$ cat src/rtl/otp_cal_pkg.sv
package otp_cal_pkg;
  typedef enum logic [2:0] {
    CMD_NOP       = 3'd0,
    CMD_CAL_ENTER = 3'd1,
    CMD_CAL_EXIT  = 3'd2,
    CMD_SHIFT0    = 3'd3,
    CMD_SHIFT1    = 3'd4,
    CMD_PROGRAM   = 3'd5,
    CMD_SET_DFLT  = 3'd6
  } otp_cmd_e;

  localparam int SEAL_POS = 0;
  localparam int FDEF_POS = 1;
endpackage

$ cat src/rtl/otp_slice.sv
module otp_slice (
  input  logic clk,
  input  logic por_n,
  input  logic rst_n,
  input  logic load_i,
  input  logic shift_i,
  input  logic shin_i,
  input  logic prog_i,
  output logic sr_o,
  output logic cell_o
);
  logic sr_q, sr_d;
  logic cell_q, cell_d;

  always_comb begin
    sr_d = sr_q;
    if (load_i)       sr_d = cell_q;
    else if (shift_i) sr_d = shin_i;
  end

  always_comb begin
    cell_d = cell_q;
    if (prog_i && sr_q) cell_d = 1'b1;
  end

  always_ff @(posedge clk or negedge rst_n) begin
    if (!rst_n) sr_q <= 1'b0;
    else if (load_i || shift_i) sr_q <= sr_d;
  end

  always_ff @(posedge clk or negedge por_n) begin
    if (!por_n) cell_q <= 1'b0;
    else if (prog_i) cell_q <= cell_d;
  end

  assign sr_o   = sr_q;
  assign cell_o = cell_q;
endmodule

$ cat src/rtl/otp_mode_ctrl.sv
module otp_mode_ctrl
  import otp_cal_pkg::*;
(
  input  logic       clk,
  input  logic       rst_n,
  input  logic       cmd_valid,
  input  logic [2:0] cmd_code,
  input  logic       cmd_arg,
  input  logic       seal_cell,
  input  logic       fdef_cell,
  output logic       load_o,
  output logic       shift_o,
  output logic       shin_o,
  output logic       prog_o,
  output logic       cal_o,
  output logic       dflt_o
);
  logic     load_q;
  logic     cal_q, cal_d;
  logic     dflt_q, dflt_d;
  logic     take;
  otp_cmd_e cmd;

  assign cmd  = otp_cmd_e'(cmd_code);
  assign take = cmd_valid && !load_q;

  always_comb begin
    cal_d   = cal_q;
    dflt_d  = dflt_q;
    shift_o = 1'b0;
    shin_o  = 1'b0;
    prog_o  = 1'b0;
    if (take) begin
      unique case (cmd)
        CMD_CAL_ENTER: if (!seal_cell) cal_d = 1'b1;
        CMD_CAL_EXIT:  cal_d = 1'b0;
        CMD_SHIFT0:    shift_o = cal_q;
        CMD_SHIFT1: begin
          shift_o = cal_q;
          shin_o  = 1'b1;
        end
        CMD_PROGRAM:   prog_o = cal_q;
        CMD_SET_DFLT:  if (!fdef_cell) dflt_d = cmd_arg;
        default: ;
      endcase
    end
  end

  always_ff @(posedge clk or negedge rst_n) begin
    if (!rst_n) begin
      load_q <= 1'b1;
      cal_q  <= 1'b0;
      dflt_q <= 1'b0;
    end else begin
      load_q <= 1'b0;
      if (take) begin
        cal_q  <= cal_d;
        dflt_q <= dflt_d;
      end
    end
  end

  assign load_o = load_q;
  assign cal_o  = cal_q;
  assign dflt_o = dflt_q;
endmodule

$ cat src/rtl/otp_cfg_map.sv
module otp_cfg_map
  import otp_cal_pkg::*;
#(
  parameter int VPR_W  = 8,
  parameter int BIAS_W = 3,
  localparam int CHAIN_W  = VPR_W + BIAS_W + 2,
  localparam int BIAS_LSB = FDEF_POS + 1,
  localparam int VPR_LSB  = BIAS_LSB + BIAS_W
) (
  input  logic [CHAIN_W-1:0] sr_i,
  input  logic               fdef_cell,
  input  logic               dflt_en,
  input  logic               cal_en,
  output logic [VPR_W-1:0]   vpr_o,
  output logic [BIAS_W-1:0]  bias_o,
  output logic               use_o
);
  assign vpr_o  = sr_i[VPR_LSB +: VPR_W];
  assign bias_o = sr_i[BIAS_LSB +: BIAS_W];
  assign use_o  = fdef_cell | dflt_en | (cal_en & sr_i[FDEF_POS]);
endmodule

$ cat src/rtl/otp_cal_ctrl.sv
module otp_cal_ctrl
  import otp_cal_pkg::*;
#(
  parameter int VPR_W  = 8,
  parameter int BIAS_W = 3
) (
  input  logic              clk,
  input  logic              por_n,
  input  logic              rst_n,
  input  logic              cmd_valid,
  input  logic [2:0]        cmd_code,
  input  logic              cmd_arg,
  output logic [VPR_W-1:0]  cfg_vpr,
  output logic [BIAS_W-1:0] cfg_bias,
  output logic              cfg_use_otp,
  output logic              cal_active
);
  localparam int CHAIN_W = VPR_W + BIAS_W + 2;

  logic [CHAIN_W-1:0] sr_vec;
  logic [CHAIN_W-1:0] cell_vec;
  logic [CHAIN_W-1:0] shin_vec;
  logic load_pend, shift_en, shift_bit, prog_en, dflt_en;

  otp_mode_ctrl u_mode (
    .clk       (clk),
    .rst_n     (rst_n),
    .cmd_valid (cmd_valid),
    .cmd_code  (cmd_code),
    .cmd_arg   (cmd_arg),
    .seal_cell (cell_vec[SEAL_POS]),
    .fdef_cell (cell_vec[FDEF_POS]),
    .load_o    (load_pend),
    .shift_o   (shift_en),
    .shin_o    (shift_bit),
    .prog_o    (prog_en),
    .cal_o     (cal_active),
    .dflt_o    (dflt_en)
  );

  assign shin_vec = {sr_vec[CHAIN_W-2:0], shift_bit};

  for (genvar g = 0; g < CHAIN_W; g++) begin : g_slice
    otp_slice u_slice (
      .clk     (clk),
      .por_n   (por_n),
      .rst_n   (rst_n),
      .load_i  (load_pend),
      .shift_i (shift_en),
      .shin_i  (shin_vec[g]),
      .prog_i  (prog_en),
      .sr_o    (sr_vec[g]),
      .cell_o  (cell_vec[g])
    );
  end

  otp_cfg_map #(.VPR_W(VPR_W), .BIAS_W(BIAS_W)) u_map (
    .sr_i      (sr_vec),
    .fdef_cell (cell_vec[FDEF_POS]),
    .dflt_en   (dflt_en),
    .cal_en    (cal_active),
    .vpr_o     (cfg_vpr),
    .bias_o    (cfg_bias),
    .use_o     (cfg_use_otp)
  );
endmodule

$ cat config.mk
export PLATFORM = sky130hd
export DESIGN_NAME = otp_cal_ctrl
export DESIGN_NICKNAME = d
export VERILOG_FILES = /design/src/rtl/otp_cal_pkg.sv /design/src/rtl/otp_slice.sv /design/src/rtl/otp_mode_ctrl.sv /design/src/rtl/otp_cfg_map.sv /design/src/rtl/otp_cal_ctrl.sv
export SDC_FILE = /design/constraint.sdc
export NUM_CORES = 1
export LEC_CHECK = 0
export CORE_MARGIN = 1
export CORE_UTILIZATION = 40
export CTS_CLUSTER_DIAMETER = 100
export DETAILED_ROUTE_END_ITERATION = 16
export GPL_TIMING_DRIVEN = 0
export SLEW_MARGIN = 0
export SYNTH_ARGS = -nofsm -noshare
export SYNTH_HDL_FRONTEND = slang
export SYNTH_HIERARCHICAL = 1
export SYNTH_SLANG_ARGS = --single-unit
export TNS_END_PERCENT = 5
$ cat constraint.sdc
create_clock -name clk -period 2.8 [get_ports clk]
set_clock_uncertainty 0.1 [all_clocks]
set_input_delay 0.7 -clock clk [delete_from_list [all_inputs] [get_ports clk]]
set_output_delay 0.7 -clock clk [all_outputs]
set_load 0.005 [all_outputs]
==> results of run 1 <==
[Yosys cell counts, drive strengths merged]
| library cell | count |
|---|---|
| buf | 11 |
| o41a | 1 |
| a211o | 1 |
| nor3 | 2 |
| inv | 2 |
| conb | 1 |
| o31ai | 1 |
| nand2 | 15 |
| a21o | 13 |
| o21ai | 14 |
| nor4 | 2 |
| o22a | 1 |
| dfstp | 1 |
| dfrtp | 28 |
| mux2i | 13 |
| nand2b | 2 |
| mux2 | 1 |
[layout by cell type (no fill, tap or decap), types with 3 or more instances in the layout]
cell             netlist  routed
dfrtp_1               28      28
mux2i_1               13      13
nand2_1               15      15
buf_4                 11      12
clkbuf_4               0       5
o21ai_1               14      14
clkbuf_1               0       3
a21o_1                13      13
clkdlybuf4s50_1        0      20
[final timing paths]
| path | from | to | slack [ns] | cells after the start |
|---|---|---|---|---|
| max | cmd_code[1] | g_slice[6].u_slice/sr_o | 0.25 | 6 |
| max reg2reg | u_mode/load_o | g_slice[6].u_slice/sr_o | 0.72 | 4 |
| min reg2reg | g_slice[7].u_slice/cell_o | g_slice[7].u_slice/cell_o | 0.36 | 1 |
| min | g_slice[7].u_slice/cell_o | g_slice[7].u_slice/cell_o | 0.36 | 1 |
| min in group asynchronous | por_n | g_slice[4].u_slice/cell_o | 0.66 | 1 |
| max in group asynchronous | rst_n | g_slice[9].u_slice/sr_o | 1.41 | 1 |
[worst max-delay path: cells and delay by family]
| family | cells | cell delay [ns] |
|---|---|---|
| AND/OR/NAND/NOR | 2 | 0.86 |
| buffers and inverters | 1 | 0.47 |
| AO/OA/AOI/OAI | 2 | 0.32 |
| multiplexers | 1 | 0.28 |
[timing repair]
item | in CTS | in global routing
endpoints found under the setup margin | 13 | 0
hold buffers | 0 | 0
endpoints found under the hold margin | 0 | 0
resized for setup | 1 | 0
[power by group]
group / total [mW] / switching (mW) / internal [mW] / leakage, nW
registers: 0.540 / 0.0562 / 0.484 / 0.384
clock network: 0.233 / 0.133 / 0.0998 / 0.0265
logic: 0.209 / 0.0693 / 0.140 / 0.369
total: 0.982 / 0.259 / 0.723 / 0.780
[sequential cells by signal, indices dropped and copies added (netlist names)]
signal / count
u_mode/cal_o: 1
u_mode/dflt_o: 1
g_slice.u_slice/cell_o: 13
g_slice.u_slice/sr_o: 13
u_mode/load_o: 1
[layout make-up]
| type | count | share of cell area |
|---|---|---|
| buffer | 11 | 0.05181 |
| inverter | 2 | 0.004710 |
| clock buffer | 8 | 0.03061 |
| multi-input combinational | 67 | 0.2920 |
| sequential | 29 | 0.4560 |
| tap | 44 | 0.03454 |
| timing repair buffer | 21 | 0.1303 |
[per-layer routing]
layer | vias to the layer above | GRT usage | wire, µm
met4 | 0 | 0.1259 | 67
met2 | 21 | 0.2414 | 1097
met3 | 7 | 0.04688 | 120
met5 | - | 0 | 0
met1 | 417 | 0.2120 | 1101
li1 | 428 | - | -
[per-stage QoR]
stage | hold WS [ns] | instance area (µm²) | setup WS, ns
6_report | 0.3577 | 1594 | 0.2516
5_1_grt | 0.3765 | 1594 | 0.1752
4_1_cts | 0.3624 | 1594 | 0.2535
3_5_place_dp | 0.3433 | 1539 | -0.4430
3_3_place_gp | 0.3373 | 1525 | -0.8268
2_1_floorplan | 0.3044 | 1270 | 0.4367
[logic make-up after synthesis]
group / share of synthesized area
AO/OA/AOI/OAI: 0.1612
flip-flops: 0.5747
AND/OR/NAND/NOR: 0.07814
multiplexers: 0.1118
buffers and inverters: 0.07121
other: 0.002965
==> impl_results.md, run 1 <==
- Status: finished, final reports clean
- Final core occ: 0.5264
- Period minus WS final: 2.548 ns
- Avg WL per Cell: 13.11 µm
- Routed WL: 2386 µm
- Setup TNS: 0 ns
- Total track usage: 0.1668
- Final Setup Violations: 0
- Crit-path slowest cell: nor3_4
- Final hold vios: 0
- Crit path kind: input port to flip-flop
- Io pins: 21
- Storage element area: 726.9 µm²
- TritonCTS clock tree: done
- H-tree lvl count: 2
- Vias: 873
- Port Buffers: 20
- Post-synth top area share: 0.5539
- RSZ-0062 raised after global routing: false
- Startpoint types: input port
- Slew Viols, Final: 0
- DIE HEIGHT: 58.24 µm
- Top cells by area, synth: dfrtp_1 55%, mux2i_1 10%, a21o_1 7.7%, buf_4 6.5%, o21ai_1 5.5%
- Antenna violations before repair: 0
- Critical Path Max Stage Delay: 0.65 ns
- Register area share after synthesis: 0.5747
- Worst path cell trace: clkdlybuf4s50_1 -> nand2b_1 -> o22a_1 -> nor3_4 -> mux2i_1 -> o21ai_1
- Pwr Total: 0.9824 mW
- CTS Sinks: 29
- Routed Antenna Nets: 0
- CTS Buffer Depth: 2
- Synthesized flop and latch total: 29
- Vias in the first global route: 870
- Gate count of the mapped netlist: 109
- Crit-path max FO: 13
- Fin cells: 182
- Syn avg cell area: 11.61 µm²
- Req. time, crit path: 2.89 ns
- Type of the worst min-delay path: flip-flop to flip-flop
- Area of the multi-input gates: 465.4 µm²
- Yosys cell types: 19
- Root Driver: clkbuf_4
- Chip width: 58.24 µm
- FP Rows: 20
- Layout Nets: 145
- Setup bufs post-CTS: 0
- Total Die Area: 0.003391 mm²
- Post-DP HPWL: 1589 µm
- Power per standard cell area: 616.3 mW/mm²
- 1st-iter DRT viols: 38
- Tcrit/Tclk final: 0.9101
- Fillers: 297
- Critical Path End Type: flip-flop
- Gpl congestion: 0.7607
- Max-Cap Viols: 0
- Pre-Repair DR Iteration Count: 4
- Synth area leader: dfrtp_1
- Worst skew pair latency: 0.32 ns
- Max-slew headroom: 0.4354
- First-pass GRT wire length: 4015 µm
- Pleak: 0.7795 nW
- Total CTS buffers: 5
- Netlist Area Pre-Place: 0.001265 mm²
- Syn-to-layout area delta: 26.01%
- Layout cell share with drive strength beyond 1: 0.1667
- Yosys warning total: 6
- Worst slew pin tran: 0.8441 ns
- GRT overflow: 0
- Vias per Instance: 4.797
- Antenna Cells: 0
- Core Region: 0.003028 mm²
- Initial core utilization: 0.4178
- Fmax: 392.4 MHz
- Pin count of the biggest net entering global routing: 28
- Syn nets: 117
- VDD IR max: 299.7 µV
- Drt drc: 0
- Worst Path Arrival: 2.64 ns
- Clock-pin slew on the worst setup and hold paths: 0.08 ns
- Inst Count DP: 174
(Power assumes the default switching activity.)
==> run 2: changes to the inputs <==
Settings changed: CTS_BUF_LIST set to sky130_fd_sc_hd__clkbuf_4 sky130_fd_sc_hd__clkbuf_8, GPL_ROUTABILITY_DRIVEN set to 1.
==> run 2 against run 1 <==
Non-clock buffer count unchanged. Sequential share of layout area down 0.32 points. Global-route usage decreased by 0.14 points. Critical path depth is the same.
==> impl_results.md, run 2 (synthesis gave the netlist of run 1 again) <==
- Worst path cell trace: clkdlybuf4s50_1 -> nand2b_1 -> o22a_1 -> nor3_4 -> mux2i_1 -> o21ai_1
- DP Area: 0.001539 mm²
- First-pass GRT wire length: 4008 µm
- Io pins: 21
- Pin count of the biggest net entering global routing: 28
- Syn-to-layout area delta: 26.90%
- Dpl ws: -0.4430 ns
- Initial core utilization: 0.4178
- Chip width: 58.24 µm
- Commonest non-fill, non-tap cell in the layout: dfrtp_1
- Worst Path Arrival: 2.63 ns
- VDD IR max: 361.5 µV
- Max-Cap Viols: 0
- Port Buffers: 20
- Req. time, crit path: 2.89 ns
- Worst hold margin: 0.3601 ns
- Vias in the first global route: 870
- Worst skew pair latency: 0.32 ns
- Antenna Cells: 0
- Total track usage: 0.1654
- Slew Viols, Final: 0
- Startpoint types: input port
- Critical Path End Type: flip-flop
- Status: finished, final reports clean
- Most frequent cells in the layout: 28 x dfrtp_1, 20 x clkdlybuf4s50_1, 15 x nand2_1
- Max-slew headroom: 0.4388
- Final hold vios: 0
- Layout cell share with drive strength beyond 1: 0.1884
- Final Setup Violations: 0
- Vias per Instance: 4.863
- Pre-Repair DR Iteration Count: 4
- Setup bufs post-CTS: 0
- CTS Sinks: 29
- Type of the worst min-delay path: flip-flop to flip-flop
- Antenna violations before repair: 0
- FP Rows: 20
- DIE HEIGHT: 58.24 µm
- Routed Antenna Nets: 0
- Final WS setup: 0.2616 ns
- Tcrit/Tclk final: 0.9066
- Core Region: 0.003028 mm²
- Gpl congestion: 0.7607
- Final core occ: 0.5302
- GRT overflow: 0
- Post-DP HPWL: 1589 µm
- Drt drc: 0
- Clock-pin slew on the worst setup and hold paths: 0.09 ns
- Crit-path slowest cell: nor3_4
- TritonCTS clock tree: done
- Worst slew pin tran: 0.8391 ns
- CTS Buffer Depth: 2
- Period minus WS final: 2.538 ns
- Area of the multi-input gates: 465.4 µm²
- Avg WL per Cell: 13.04 µm
- Storage element area: 726.9 µm²
- Routed WL: 2374 µm
- Root Driver: clkbuf_4
- Total Die Area: 0.003391 mm²
- Inst Count DP: 174
- Power per standard cell area: 629.9 mW/mm²
- Vias: 885
- RSZ-0062 raised after global routing: false
- 1st-iter DRT viols: 35
- Critical Path Max Stage Delay: 0.65 ns
- Crit path kind: input port to flip-flop
- Finished Cell Area: 0.001605 mm²
- Pleak: 0.7898 nW
- Fillers: 293
- Fmax: 394.0 MHz
- Layout Nets: 145
- Total CTS buffers: 5
- Fin cells: 182
- H-tree lvl count: 2
- Crit-path max FO: 13
[run 2: area by class of cell]
class,instances,share of cell area
buffer,11,0.05144
clock buffer,8,0.03741
inverter,2,0.004677
multi-input combinational,67,0.2899
sequential,29,0.4528
tap,44,0.03429
timing repair buffer,21,0.1294
[run 2: final timing paths]
check | startpoint | to | slack [ns] | depth (start not counted)
setup / recovery | cmd_code[1] | g_slice[3].u_slice/sr_o | 0.26 | 6
hold / removal | g_slice[7].u_slice/cell_o | g_slice[7].u_slice/cell_o | 0.36 | 1
setup reg to reg | u_mode/load_o | g_slice[3].u_slice/sr_o | 0.74 | 4
hold reg to reg | g_slice[7].u_slice/cell_o | g_slice[7].u_slice/cell_o | 0.36 | 1
max in group asynchronous | rst_n | g_slice[9].u_slice/sr_o | 1.41 | 1
min in group asynchronous | por_n | g_slice[4].u_slice/cell_o | 0.67 | 1
[run 2: metal layers]
layer  vias up  part of all wire  GRT usage  wire length [µm]
met2        24              0.46     0.2414              1087
met3         9             0.048    0.04688               115
met1       423              0.46     0.2120              1095
li1        429                 -          -                 -
met4         0             0.032     0.1156                75
met5         -                 0          0                 0
[run 2: report_power, final]
group          total [mW]  internal [mW]  switching (mW)
clock network       0.263          0.129           0.134
registers           0.539          0.484          0.0559
logic               0.209          0.140          0.0692
[run 2: stage by stage]
| stage | total power, mW | TNS [ns] |
|---|---|---|
| 2_1_floorplan | 0.6500 | 0 |
| 3_3_place_gp | 0.7517 | -15.85 |
| 3_5_place_dp | 0.7603 | -5.387 |
| 4_1_cts | 1.026 | 0 |
| 5_1_grt | 1.074 | 0 |
| 6_report | 1.011 | 0 |
[run 2: repair_timing]
item / 4_1_cts / 5_1_grt
gates resized for setup: 1 / 0
setup endpoints to repair: 13 / 0
hold buffers: 0 / 0
[run 2: critical path, delay by kind of cell]
family	cells	cell delay (ns)
simple gates	2	0.86
buf+inv	1	0.46
compound gates	2	0.32
mux	1	0.28
==> run 3: changes to the inputs <==
Clock period 2.8 ns to 3.11 ns, I/O delays scaled along.
==> run 3 against run 2 <==
Clock power is 8.0% lower. Critical path depth increased by 1. Register-to-register slack improved by 0.25 ns. Utilization increased by 0.12 points. Clock-buffer cell count decreased by 1. Worst setup slack improved by 0.16 ns. First-iteration DRC count up 26%. Wire length is 2.9% higher. Hold slack lost 0.0012 ns. Critical path type unchanged. Critical endpoint is now g_slice[8].u_slice/sr_o.
==> impl_results.md, run 3 (synthesis gave the netlist of run 1 again) <==
- Status: finished, final reports clean
- Port Buffers: 20
- Chip width: 58.24 µm
- Fmax: 372.1 MHz
- 1st-iter DRT viols: 44
- Max-Cap Viols: 0
- Fillers: 291
- Final Setup Violations: 0
- Worst Path Arrival: 2.79 ns
- Period minus WS final: 2.688 ns
- Worst Min Path Start: g_slice[8].u_slice/cell_o
- Pre-Repair DR Iteration Count: 4
- Resize count post-CTS: 0
- Vias in the first global route: 897
- Total Die Area: 0.003391 mm²
- Final hold vios: 0
- CTS Buffer Depth: 2
- Worst-case reg-to-reg path depth: 5
- Slew Viols, Final: 0
- Routed Antenna Nets: 0
- TritonCTS clock tree: done
- VDD IR max: 278.8 µV
- Inst Count DP: 175
- Req. time, crit path: 3.21 ns
- Worst slew pin tran: 0.7914 ns
- H-tree lvl count: 2
- Hold worst-path end: g_slice[8].u_slice/cell_o
- Io pins: 21
- Cells on Worst Hold Path: 1
- Crit-path max FO: 7
- Post-DP HPWL: 1679 µm
- Pleak: 0.7941 nW
- Antenna violations before repair: 0
- Startpoint types: input port
- Commonest non-fill, non-tap cell in the layout: dfrtp_1
- Layout Nets: 146
- Syn-to-layout area delta: 27.20%
- DIE HEIGHT: 58.24 µm
- First-pass GRT wire length: 4257 µm
- Routed WL: 2444 µm
- Total track usage: 0.1815
- Power per standard cell area: 570.1 mW/mm²
- Gpl congestion: 0.6818
- Setup bufs post-CTS: 0
- Layout cell share with drive strength beyond 1: 0.1884
- Worst hold margin: 0.3589 ns
- R2r endpoint: g_slice[8].u_slice/sr_o
- Core Region: 0.003028 mm²
- Antenna Cells: 0
- GRT overflow: 0
- Tcrit/Tclk final: 0.8642
- FP Rows: 20
- Crit path kind: input port to flip-flop
- RR Startpoint: u_mode/load_o
- Setup TNS: 0 ns
- Clock-pin slew on the worst setup and hold paths: 0.08 ns
- Fin cells: 182
- Vias per Instance: 4.874
- Root Driver: clkbuf_4
- Initial core utilization: 0.4178
- CTS Sinks: 29
- Critical Path End Type: flip-flop
- Hold buffer count at CTS: 0
- Type of the worst min-delay path: flip-flop to flip-flop
- Most frequent cells in the layout: 28 x dfrtp_1, 20 x clkdlybuf4s50_1, 15 x nand2_1
- Worst reg-to-reg setup slack: 0.99 ns
- Worst skew pair latency: 0.33 ns
- Total CTS buffers: 5
- Max-slew headroom: 0.4707
- Vias: 887
- Avg WL per Cell: 13.43 µm
- Pin count of the biggest net entering global routing: 28
- RSZ-0062 raised after global routing: false
- Drt drc: 0
run 3: changes by cell type in the layout (fill, tap and decap cells not counted):
cell and change:
clkbuf_8 +1, clkbuf_4 -2, nor3_2 +1, nor3_4 -1, buf_6 +1
run 3: layout make-up:
type / instances / area [µm²] / share of cell area
inverters: 2 / 7.507 / 0.004666
well taps: 44 / 55.05 / 0.03421
flip-flops and latches: 29 / 726.9 / 0.4518
repair buffers: 22 / 219.0 / 0.1361
plain buffers: 11 / 82.58 / 0.05132
multi-input cells: 67 / 459.2 / 0.2854
clock buffers: 7 / 58.81 / 0.03655
run 3: through the flow:
stage / setup slack, ns / area [µm²] / total power [mW] / util
3_3_place_gp: -0.9672 / 1520 / 0.6754 / 0.5021
6_report: 0.4222 / 1609 / 0.9173 / 0.5314
3_5_place_dp: 0.05963 / 1550 / 0.6861 / 0.5120
2_1_floorplan: 0.1061 / 1265 / 0.5849 / -
5_1_grt: 0.2736 / 1609 / 0.9799 / 0.5314
4_1_cts: 0.4190 / 1609 / 0.9304 / 0.5314
run 3: critical path, stage by stage:
cell	delay (ns)
clkdlybuf4s50_1	0.55
nand2b_1	0.13
o22a_1	0.23
nor3_2	0.58
buf_6	0.25
mux2i_1	0.19
o21ai_1	0.07
run 3: how the worst max path moves through the flow:
stage / cells after the start / startpoint / to
2_1_floorplan: 5 / cmd_code[1] / g_slice[0].u_slice/sr_o
3_3_place_gp: 6 / cmd_code[1] / g_slice[7].u_slice/sr_o
3_5_place_dp: 7 / cmd_code[2] / g_slice[0].u_slice/sr_o
4_1_cts: 7 / cmd_code[2] / g_slice[0].u_slice/sr_o
5_1_grt: 7 / cmd_code[2] / g_slice[9].u_slice/sr_o
6_report: 7 / cmd_code[2] / g_slice[8].u_slice/sr_o
run 3: routing by layer:
metal | GRT usage | wire, µm | vias to the layer above
met1 | 0.2175 | 1146 | 431
met3 | 0.05134 | 90 | 8
met4 | 0.1293 | 76 | 0
met5 | 0 | 0 | -
li1 | - | - | 432
met2 | 0.2808 | 1131 | 16
run 3: report_power, final:
group / switching (mW) / total (mW) / internal (mW)
clock network: 0.127 / 0.242 / 0.115
logic: 0.0626 / 0.189 / 0.127
registers: 0.0506 / 0.486 / 0.435
